===== src/rtl/dsm2_pkg.sv =====
package dsm2_pkg;

   // Comparator decision; also the polarity of the feedback value on the next clock
   typedef enum logic {
      DEC_NEG = 1'b0,
      DEC_POS = 1'b1
   } dec_e;

endpackage


===== src/rtl/dsm2_feedback.sv =====
module dsm2_feedback
   import dsm2_pkg::*;
#(
   parameter int IN_W    = 16,
   parameter int FB_GAIN = 5,
   parameter int FBW     = 19
) (
   input  dec_e                  dec_i,
   output logic signed [FBW:0]   fb1_o,
   output logic signed [FBW:0]   fb2_o
);

   localparam logic signed [FBW:0] MAG  = (FBW+1)'(FB_GAIN) <<< (IN_W - 1);
   localparam logic signed [FBW:0] MAG2 = MAG <<< 1;

   generate
      if (MAG2 <= 0) begin : g_bad_width
         $error("dsm2_feedback: FBW too small for the feedback magnitude");
      end
   endgenerate

   always_comb begin
      if (dec_i == DEC_POS) begin
         fb1_o = MAG;
         fb2_o = MAG2;
      end else begin
         fb1_o = -MAG;
         fb2_o = -MAG2;
      end
   end

endmodule


===== src/rtl/dsm2_integrator.sv =====
module dsm2_integrator #(
   parameter int W        = 22,
   parameter int SUM_W    = 26,
   parameter bit SATURATE = 1'b1
) (
   input  logic                    clk,
   input  logic                    rst,
   input  logic                    en,
   input  logic signed [SUM_W-1:0] inc_i,
   output logic signed [W-1:0]     acc_o,
   output logic signed [W-1:0]     nxt_o
);

   localparam logic signed [SUM_W-1:0] MAXV = (SUM_W'(1) <<< (W - 1)) - SUM_W'(1);
   localparam logic signed [SUM_W-1:0] MINV = -MAXV - SUM_W'(1);

   generate
      if (SUM_W < W + 2) begin : g_bad_sum
         $error("dsm2_integrator: SUM_W must exceed W by at least two bits");
      end
   endgenerate

   logic signed [W-1:0]     acc_q;
   logic signed [SUM_W-1:0] sum;

   assign sum = SUM_W'(acc_q) + inc_i;

   generate
      if (SATURATE) begin : g_clamp
         always_comb begin
            if (sum > MAXV)      nxt_o = MAXV[W-1:0];
            else if (sum < MINV) nxt_o = MINV[W-1:0];
            else                 nxt_o = sum[W-1:0];
         end

         // a positive increment never lowers the accumulator, a negative one never raises it
         a_r7_no_wrap_up : assert property (@(posedge clk) disable iff (rst)
            (en && inc_i > 0) |=> (acc_o >= $past(acc_o)));
         a_r7_no_wrap_down : assert property (@(posedge clk) disable iff (rst)
            (en && inc_i < 0) |=> (acc_o <= $past(acc_o)));
      end else begin : g_wrap
         assign nxt_o = sum[W-1:0];
      end
   endgenerate

   always_ff @(posedge clk) begin
      if (rst)     acc_q <= '0;
      else if (en) acc_q <= nxt_o;
   end

   assign acc_o = acc_q;

endmodule


===== src/rtl/dsm2_quantizer.sv =====
module dsm2_quantizer
   import dsm2_pkg::*;
#(
   parameter int W = 24
) (
   input  logic                clk,
   input  logic                rst,
   input  logic                en,
   input  logic signed [W-1:0] level_i,
   output dec_e                dec_o
);

   dec_e dec_q;

   always_ff @(posedge clk) begin
      if (rst)     dec_q <= DEC_NEG;
      else if (en) dec_q <= (level_i >= 0) ? DEC_POS : DEC_NEG;
   end

   assign dec_o = dec_q;

endmodule


===== src/rtl/dsm2_modulator.sv =====
module dsm2_modulator
   import dsm2_pkg::*;
#(
   parameter int IN_W     = 16,
   parameter int IN_GAIN  = 3,
   parameter int FB_GAIN  = 5,
   parameter int I1_HEAD  = 3,
   parameter int I2_HEAD  = 5,
   parameter bit SATURATE = 1'b1
) (
   input  logic                   clk,
   input  logic                   rst,
   input  logic                   en,
   input  logic signed [IN_W-1:0] sample_i,
   output logic                   bit_o
);

   localparam int FBW = IN_W + $clog2(FB_GAIN + 1);
   localparam int I1W = FBW + I1_HEAD;
   localparam int I2W = FBW + I2_HEAD;
   localparam int SW  = I2W + 2;

   generate
      if (IN_GAIN < 1 || FB_GAIN <= IN_GAIN) begin : g_bad_gain
         $error("dsm2_modulator: need 1 <= IN_GAIN < FB_GAIN for a stable loop");
      end
      if (I1_HEAD < 2 || I2_HEAD < I1_HEAD) begin : g_bad_head
         $error("dsm2_modulator: integrator headroom too small");
      end
   endgenerate

   // Input scaling
   logic signed [FBW-1:0] u_scaled;

   generate
      if (IN_GAIN == 1) begin : g_unity
         assign u_scaled = FBW'(sample_i);
      end else begin : g_gain
         logic signed [FBW-1:0] sx;
         logic signed [FBW-1:0] gain_c;
         assign sx       = FBW'(sample_i);
         assign gain_c   = FBW'(IN_GAIN);
         assign u_scaled = sx * gain_c;
      end
   endgenerate

   // Loop
   dec_e                  dec;
   logic signed [FBW:0]   fb1;
   logic signed [FBW:0]   fb2;
   logic signed [I1W-1:0] i1;
   logic signed [I1W-1:0] i1_nxt;
   logic signed [I2W-1:0] i2;
   logic signed [I2W-1:0] i2_nxt;
   logic signed [SW-1:0]  inc1;
   logic signed [SW-1:0]  inc2;

   dsm2_feedback #(
      .IN_W    (IN_W),
      .FB_GAIN (FB_GAIN),
      .FBW     (FBW)
   ) u_fb (
      .dec_i (dec),
      .fb1_o (fb1),
      .fb2_o (fb2)
   );

   assign inc1 = SW'(u_scaled) - SW'(fb1);
   assign inc2 = SW'(i1) - SW'(fb2);

   dsm2_integrator #(
      .W        (I1W),
      .SUM_W    (SW),
      .SATURATE (SATURATE)
   ) u_int1 (
      .clk   (clk),
      .rst   (rst),
      .en    (en),
      .inc_i (inc1),
      .acc_o (i1),
      .nxt_o (i1_nxt)
   );

   dsm2_integrator #(
      .W        (I2W),
      .SUM_W    (SW),
      .SATURATE (SATURATE)
   ) u_int2 (
      .clk   (clk),
      .rst   (rst),
      .en    (en),
      .inc_i (inc2),
      .acc_o (i2),
      .nxt_o (i2_nxt)
   );

   dsm2_quantizer #(
      .W (I2W)
   ) u_q (
      .clk     (clk),
      .rst     (rst),
      .en      (en),
      .level_i (i2_nxt),
      .dec_o   (dec)
   );

   assign bit_o = (dec == DEC_POS);

   // reset clears the loop state and the output
   a_r1_reset_clears : assert property (@(posedge clk)
      rst |=> (!bit_o && i1 == '0 && i2 == '0));

   // an idle clock leaves everything untouched
   a_r2_idle_holds : assert property (@(posedge clk) disable iff (rst)
      !en |=> ($stable(bit_o) && $stable(i1) && $stable(i2)));

   // the registered decision agrees with the sign of the stored second integrator
   a_r8_decision_tracks_state : assert property (@(posedge clk) disable iff (rst)
      en |=> (bit_o == !i2[I2W-1]));

   // unused low-order observation of the first integrator's next value
   logic unused_ok;
   assign unused_ok = ^i1_nxt;

endmodule


===== config.mk =====
export PLATFORM = sky130hd
export DESIGN_NAME = dsm2_modulator
export DESIGN_NICKNAME = d
export VERILOG_FILES = /design/src/rtl/dsm2_pkg.sv /design/src/rtl/dsm2_feedback.sv /design/src/rtl/dsm2_integrator.sv /design/src/rtl/dsm2_quantizer.sv /design/src/rtl/dsm2_modulator.sv
export SDC_FILE = /design/constraint.sdc
export NUM_CORES = 1
export LEC_CHECK = 0
export ABC_AREA = 1
export BUFFER_PORTS_ARGS = -buffer_cell sky130_fd_sc_hd__buf_2
export CORE_MARGIN = 10
export CORE_UTILIZATION = 51
export CTS_BUF_LIST = sky130_fd_sc_hd__clkbuf_4 sky130_fd_sc_hd__clkbuf_8
export CTS_CLUSTER_SIZE = 20
export DETAILED_ROUTE_END_ITERATION = 12
export GPL_TIMING_DRIVEN = 0
export HOLD_SLACK_MARGIN = 0.12
export PLACE_DENSITY = 0.72
export SYNTH_ARGS = -nofsm -noshare
export SYNTH_HDL_FRONTEND = slang
export SYNTH_SLANG_ARGS = --single-unit

===== constraint.sdc =====
create_clock -name clk -period 4.6 [get_ports clk]
set_input_delay 0.23 -clock clk [delete_from_list [all_inputs] [get_ports clk]]
set_output_delay 0.23 -clock clk [all_outputs]
set_load 0.01 [all_outputs]

==> flow_summary.ini, run 1 <==
[synthesis]
synth.net_count = 1087
synthTopCellsByArea = dfxtp_1 15%, ha_1 14%, nand2_1 14%
syn_avg_cell_area_um2 = 6.61
synth_seq_cells = 47
synth_cell_types = 38
synth_top_area_cell = dfxtp_1
synth-edff-count = 0
syn_area_um2 = 6330
synth_ff_type = dfxtp_1
syn_inst = 957
synth_warnings = 0
synth-async-reset-ratio_pct = 0
ys_seq_area_share_pct = 14.9
synth_top_area_share_pct = 14.9

[detailed_routing]
routedWlPerCell_um = 12.9
via_per_inst = 4.90
firstDrtPassIters = 5
drt-met1-wl_um = 7150
vias = 5641
dr.max_layer_used = met4
drtIter0Drc = 216
ant_nets = 0
dr_wl_met3_um = 314
routed_wirelength_um = 14800
wl_met2_um = 7140
drc = 0

[clock_network]
htree_levels = 2
hold_buffers = 0
clock_latency_ns = 0.31
cts_setup_buffers = 0
clk_pin_slew_ns = 0.10
cts_sinks = 47
cts-root-buf = clkbuf_8
cts_made_buffers = 5
clock_path_buffers = 2
cts_resized = 0
cts_tree = built

[sta]
slew_violations = 0
fmax_mhz = 252
finalSetupViolCount = 0
finalCritPeriodShare_pct = 86.1
rsz0062_at_grt = false
hold_viol_final = 0
fin_setup_tns_ns = 0
tightest_slew_ns = 0.521
fin_crit_ns = 3.96
slew_headroom_pct = 65.2
fin_skew_ns = 0.00843

[cells_and_area]
finalNetCount = 1113
drive_gt1_share_pct = 8.03
area_delta_synth_final_pct = 6.74
diodes = 0
fin_cells = 1152

[floorplanning]
io_pins = 20
die_w_um = 131
fp.dieH_um = 131
rows = 40
initial_core_util_pct = 52.5
fp.coreArea_um2 = 12100
die-area_um2 = 17300

[critical_path]
start_kind = register
worst-path-max-fanout = 10
end_kind = register
worstSetupStartpoint = u_q.dec_o$_SDFFE_PP0P_
path_class = register to register
arrival_ns = 4.16
rr_startpoint = u_q.dec_o$_SDFFE_PP0P_
crit_required_ns = 4.80

[hold_path]
hp-class = input pin to register
hold_start = rst

[placed_design]
dpl.hpwl_um = 12900
place_inst = 1144
port_buffers = 19
gp_congestion = 0.913

[global_route]
antenna_found_initial = 0
grt_pass1_vias = 5620
track_usage_pct = 17.7
grt_max_degree = 16
grt-ovfl-total = 0
grt_pass1_wl_um = 26100

[run_status]
run_status = completed

[run]
drv_cap = 0
[path summary, 6_finish.rpt]
| check | end | slack [ns] | cells after the start |
|---|---|---|---|
| max | u_int1.acc_o[17]$_SDFFE_PP0P_ | 0.64 | 15 |
| min | u_int1.acc_o[1]$_SDFFE_PP0P_ | 0.19 | 2 |
| max reg2reg | u_int1.acc_o[17]$_SDFFE_PP0P_ | 0.64 | 15 |
| min reg2reg | u_int1.acc_o[5]$_SDFFE_PP0P_ | 0.47 | 2 |
[through the flow]
stage,utilization (%),hold slack [ns],setup WS (ns),area [um2]
floorplan,-,0.299,1.02,6330
global placement,55.0,0.452,0.643,6630
detailed placement,55.0,0.462,0.622,6630
CTS,56.0,0.183,0.601,6750
global route,56.0,0.194,0.279,6750
finish,56.0,0.187,0.639,6750
[cell families (layout without fill, tap and decap cells)]
family | after synthesis | after routing | share of synthesized area (%)
adder cells (fa/ha/maj) | 111 | 111 | 26.6
flip-flops | 47 | 47 | 14.9
buffers and inverters | 251 | 278 | 15.5
XOR/XNOR | 32 | 32 | 4.43
AO/OA/AOI/OAI | 158 | 158 | 14.8
AND/OR/NAND/NOR | 358 | 358 | 23.8
[critical path, cell delays in order (launching register included)]
cell	delay (ns)
dfxtp_1	0.66
inv_1	0.32
ha_1	0.42
xnor2_1	0.17
fa_1	0.50
inv_1	0.04
ha_1	0.34
a21oi_1	0.21
nand2_1	0.10
a21oi_1	0.22
nand3_1	0.13
nand2_1	0.07
nand2_1	0.09
a21oi_4	0.29
buf_6	0.19
a21oi_1	0.08
[synth_stat cells (3+ instances only)]
cell type and count:
a21o_1 3, nand3b_1 3, a21oi_2 23, ha_1 72
xnor2_1 10, fa_1 39, dfxtp_1 47, clkbuf_1 8
nand3_1 31, buf_6 5, xor2_1 22, a21oi_1 63
nor2_1 51, nor2_2 5, inv_1 236, nand2_2 8
o21bai_1 8, nand4_1 11, nor3_1 4, o21ai_0 53
nand2_1 238
[cell usage in the layout (no fill, tap or decap), drive strengths merged, types with 2 or more instances in the layout]
cell,netlist,routed
a21o,4,4
clkbuf,8,14
nor2,57,57
xor2,22,22
nand2,247,247
nor3,4,4
inv,236,237
ha,72,72
nand4,11,11
o21ai,54,54
xnor2,10,10
and2,2,2
o21bai,8,8
nand3b,4,4
dfxtp,47,47
fa,39,39
a21oi,87,87
nand3,32,32
buf,6,25
[sequential cells by signal, summed over array words and instances, names as in the netlist]
name	cells
u_q.dec_o	1
u_int1.acc_o	22
u_int2.acc_o	24
[layer usage]
layer | vias to the layer above | global-route usage (%)
met2 | 63 | 30.6
li1 | 2987 | -
met4 | 0 | 4.26
met5 | - | 0
met1 | 2579 | 23.1
met3 | 12 | 1.49
[final cells by class]
| class | instances | area, um2 |
|---|---|---|
| Sequential cell | 47 | 941 |
| Inverter | 237 | 890 |
| Timing Repair Buffer | 19 | 95.1 |
| Multi-Input combinational cell | 659 | 4400 |
| Tap cell | 168 | 210 |
| Buffer | 14 | 93.8 |
| Fill cell | 1226 | 5310 |
| Clock inverter | 2 | 38.8 |
| Clock buffer | 6 | 82.6 |
Power of run 1 is not shown: default switching activity piles up to over one toggle a cycle in this logic, so the estimate is an artifact.
==> run 2: changes to the inputs <==
- SYNTH_HIERARCHICAL: default -> 1
==> flow_summary.ini, run 2 <==
[run_status]
run_status = completed

[detailed_routing]
ant_nets = 0
via_per_inst = 4.71
drtIter0Drc = 745
vias = 9883
drc = 0
routedWlPerCell_um = 11.8
routed_wirelength_um = 24800
firstDrtPassIters = 6

[critical_path]
end_kind = register
crit_slowest_cell = dfxtp_4
cp_common_cell = nand2_1
worst-path-max-fanout = 10
path_class = register to register
slowest_delay_ns = 0.38
arrival_ns = 4.41
start_kind = register
crit_required_ns = 4.81

[hold_path]
hp-class = input pin to register

[floorplanning]
initial_core_util_pct = 51.4
fp.coreArea_um2 = 19300
die-area_um2 = 25500
io_pins = 20
rows = 51
die_w_um = 160
fp.dieH_um = 160

[synthesis]
synth_warnings = 6
syn_avg_cell_area_um2 = 5.60
syn_area_um2 = 9940
syn_inst = 1775

[sta]
slew_violations = 0
fin_skew_ns = 0.0157
fmax_mhz = 238
hold_viol_final = 0
finalSetupViolCount = 0
fin_crit_ns = 4.20
slew_headroom_pct = 54.1
finalCritPeriodShare_pct = 91.3
tightest_slew_ns = 0.688

[global_route]
grt_pass1_wl_um = 41500
grt-ovfl-total = 0
grt_pass1_vias = 8669
track_usage_pct = 19.1
grt_max_degree = 14
antenna_found_initial = 0

[clock_network]
htree_levels = 2
cts_made_buffers = 5
cts_sinks = 47
cts_tree = built
clk_pin_slew_ns = 0.10
clock_latency_ns = 0.32
cts-root-buf = clkbuf_8
clock_path_buffers = 2
hold_buffers = 0

[cells_and_area]
final_common_cell = nand2_1
diodes = 0
regMostFlops = u_int2/acc_o
n_fill_cell = 2103
layout_common_cells = 547 x nand2_1, 395 x inv_1, 175 x nor2_1, 106 x nand3_1, 103 x ha_1
largest_reg_flops = 24
stdcell_area_um2 = 10700
drive_gt1_share_pct = 11.4
finalNetCount = 1983
area_delta_synth_final_pct = 8.02

[placed_design]
gp_congestion = 0.921
port_buffers = 19
placed_area_um2 = 10500
dpl.hpwl_um = 21300

[run]
drv_cap = 0
## run 2: cell types whose count changed in the layout (fill, tap and decap cells not counted), moves of 22 or more
cell,change
o21ai_0,-40
nand2_1,+309
conb_1,+33
xor2_1,+22
buf_4,+42
nor2_1,+124
ha_1,+31
nand3_1,+75
nand2_2,+53
inv_1,+159
## run 2: worst max-delay path, delay by kind of cell (launching register included)
family | cells | cell delay [ns]
flip-flops | 1 | 0.38
AND/OR/NAND/NOR | 18 | 1.77
adder cells (fa/ha/maj) | 3 | 0.87
buffers and inverters | 7 | 0.58
AO/OA/AOI/OAI | 1 | 0.16
XOR/XNOR | 2 | 0.32
## run 2: stage by stage
stage | utilization, % | instances | setup WS [ns] | hold WS, ns | TNS [ns]
after floorplan | - | 1806 | 0.635 | 0.367 | 0
after global placement | 54.2 | 2090 | -0.0945 | 0.540 | -1.58
after detailed placement | 54.2 | 2090 | -0.101 | 0.549 | -1.61
after CTS | 55.0 | 2097 | 0.0625 | 0.229 | 0
after global routing | 55.6 | 2099 | -0.00231 | 0.270 | -0.00231
final | 55.6 | 2099 | 0.402 | 0.229 | 0
## run 2: layout make-up
cell class	count	area, um2	share of cell area, %
clock inverters	1	30.0	0.280
flip-flops and latches	47	945	8.79
multi-input cells	1291	7280	67.8
well taps	265	332	3.09
plain buffers	62	442	4.11
repair buffers	21	110	1.03
inverters	406	1520	14.2
clock buffers	6	76.3	0.711
## run 2: what timing repair did
action	CTS	global route
setup buffers	0	2
setup endpoints to repair	21	21
resized for setup	6	22
gates cloned	0	0
pin swaps	0	6
## run 2: final timing paths
check             cells after the start  slack (ns)                             to              startpoint
hold / removal                        3        0.23         u_q/dec_o$_SDFFE_PP0P_                      en
hold reg to reg                       2        0.55         u_q/dec_o$_SDFFE_PP0P_  u_q/dec_o$_SDFFE_PP0P_
setup reg to reg                     31        0.40  u_int1/acc_o[17]$_SDFFE_PP0P_  u_q/dec_o$_SDFFE_PP0P_
setup / recovery                     31        0.40  u_int1/acc_o[17]$_SDFFE_PP0P_  u_q/dec_o$_SDFFE_PP0P_
## run 2: routing by layer
layer | GRT usage, % | share of wire [%]
met5 | 0 | 0
met3 | 2.47 | 6.4
met2 | 28.2 | 39
met4 | 1.52 | 0.41
met1 | 29.5 | 54
Power of run 2 is left out for the same reason.
==> run 3: changes to the inputs <==
- BUFFER_PORTS_ARGS: -buffer_cell sky130_fd_sc_hd__buf_2 -> -buffer_cell sky130_fd_sc_hd__clkbuf_2
- CORE_UTILIZATION: 51 -> 31
- PLACE_DENSITY: 0.72 -> 0.5
==> flow_summary.ini, run 3 (synthesis gave the netlist of run 2 again) <==
[cells_and_area]
final_common_cell = nand2_1
layout_common_cells = 542 x nand2_1, 395 x inv_1, 173 x nor2_1, 106 x nand3_1, 102 x ha_1
stdcell_area_um2 = 11100
drive_gt1_share_pct = 12.2
finalNetCount = 1988
regMostFlops = u_int2/acc_o
largest_reg_flops = 24
area_delta_synth_final_pct = 11.2
fin_cells = 2242
diodes = 0
utilization_pct = 34.9

[critical_path]
cp_common_cell = nand2_1
end_kind = register
start_kind = register
worst-path-max-fanout = 6
arrival_ns = 4.52
crit_required_ns = 4.83
slowest_delay_ns = 0.38
path_class = register to register
crit_slowest_cell = dfxtp_4

[clock_network]
clock_path_buffers = 2
clock_latency_ns = 0.32
cts_made_buffers = 5
cts_sinks = 47
htree_levels = 2
hold_buffers = 0
clk_pin_slew_ns = 0.10
cts-root-buf = clkbuf_8
cts_tree = built

[placed_design]
placed_area_um2 = 10700
gp_congestion = 0.893
place_ws_ns = -0.278
port_buffers = 19
dpl.hpwl_um = 22900
place_inst = 2227

[floorplanning]
die-area_um2 = 39600
die_w_um = 199
initial_core_util_pct = 31.4
io_pins = 20
fp.dieH_um = 199
rows = 65
fp.coreArea_um2 = 31600

[global_route]
grt-ovfl-total = 0
track_usage_pct = 13.8
grt_max_degree = 15
antenna_found_initial = 0
grt_pass1_vias = 9072
grt_pass1_wl_um = 45200

[sta]
fin_ws_ns = 0.315
finalSetupViolCount = 0
hold_viol_final = 0
finalCritPeriodShare_pct = 93.1
fin_crit_ns = 4.28
fmax_mhz = 233
slew_violations = 0
slew_headroom_pct = 48.7
fin_skew_ns = 0.0103
tightest_slew_ns = 0.770

[detailed_routing]
ant_nets = 0
firstDrtPassIters = 6
vias = 9696
drtIter0Drc = 552
drc = 0
via_per_inst = 4.32
routed_wirelength_um = 26800
routedWlPerCell_um = 12.0

[run]
drv_cap = 0

[run_status]
run_status = completed

[hold_path]
hp-class = input pin to register
==> run 3: cell count changes in the layout (fill, tap and decap cells not counted), moves of 4 or more <==
cell | previous run | this run
buf_2 | 21 | 2
nand2_1 | 547 | 542
clkbuf_2 | 0 | 19
buf_4 | 43 | 47
==> run 3: routing by layer <==
metal	part of all wire, %	global-route usage [%]
met1	56	21.0
met2	40	21.0
met3	3.3	1.31
met4	0.65	1.55
met5	0	0
==> run 3: repair_timing <==
item / 4_1_cts / 5_1_grt
gates cloned: 0 / 2
setup endpoints to repair: 21 / 21
setup buffers: 0 / 5
pin swaps: 0 / 10
gates resized for setup: 9 / 38
==> run 3: final cells by class <==
type,instances,area [um2]
Inverter,406,1530
Fill cell,3538,20600
Tap cell,402,503
Clock buffer,6,76.3
Timing Repair Buffer,26,183
Clock inverter,2,12.5
Sequential cell,47,945
Multi-Input combinational cell,1291,7360
Buffer,62,450
==> run 3: critical path: cells and delay by family, from the launching register on <==
family,cells,cell delay [ns]
adder cells (fa/ha/maj),3,1.02
AND/OR/NAND/NOR,21,2.03
buffers and inverters,5,0.39
flip-flops,1,0.38
XOR/XNOR,2,0.35
==> run 3: path summary, 6_finish.rpt <==
path	start	to	slack [ns]	cells past startpoint
setup reg to reg	u_q/dec_o$_SDFFE_PP0P_	u_int1/acc_o[0]$_SDFFE_PP0P_	0.32	31
setup / recovery	u_q/dec_o$_SDFFE_PP0P_	u_int1/acc_o[0]$_SDFFE_PP0P_	0.32	31
hold reg to reg	u_int2/acc_o[6]$_SDFFE_PP0P_	u_int2/acc_o[6]$_SDFFE_PP0P_	0.56	4
hold / removal	en	u_q/dec_o$_SDFFE_PP0P_	0.23	3
==> run 3: through the flow <==
stage                     setup TNS, ns  hold WS [ns]
after floorplan                       0         0.367
after global placement            -4.51         0.540
after detailed placement          -5.07         0.543
after CTS                             0         0.225
after global routing              -1.06         0.259
final                                 0         0.229
Power of run 3 is left out for the same reason.
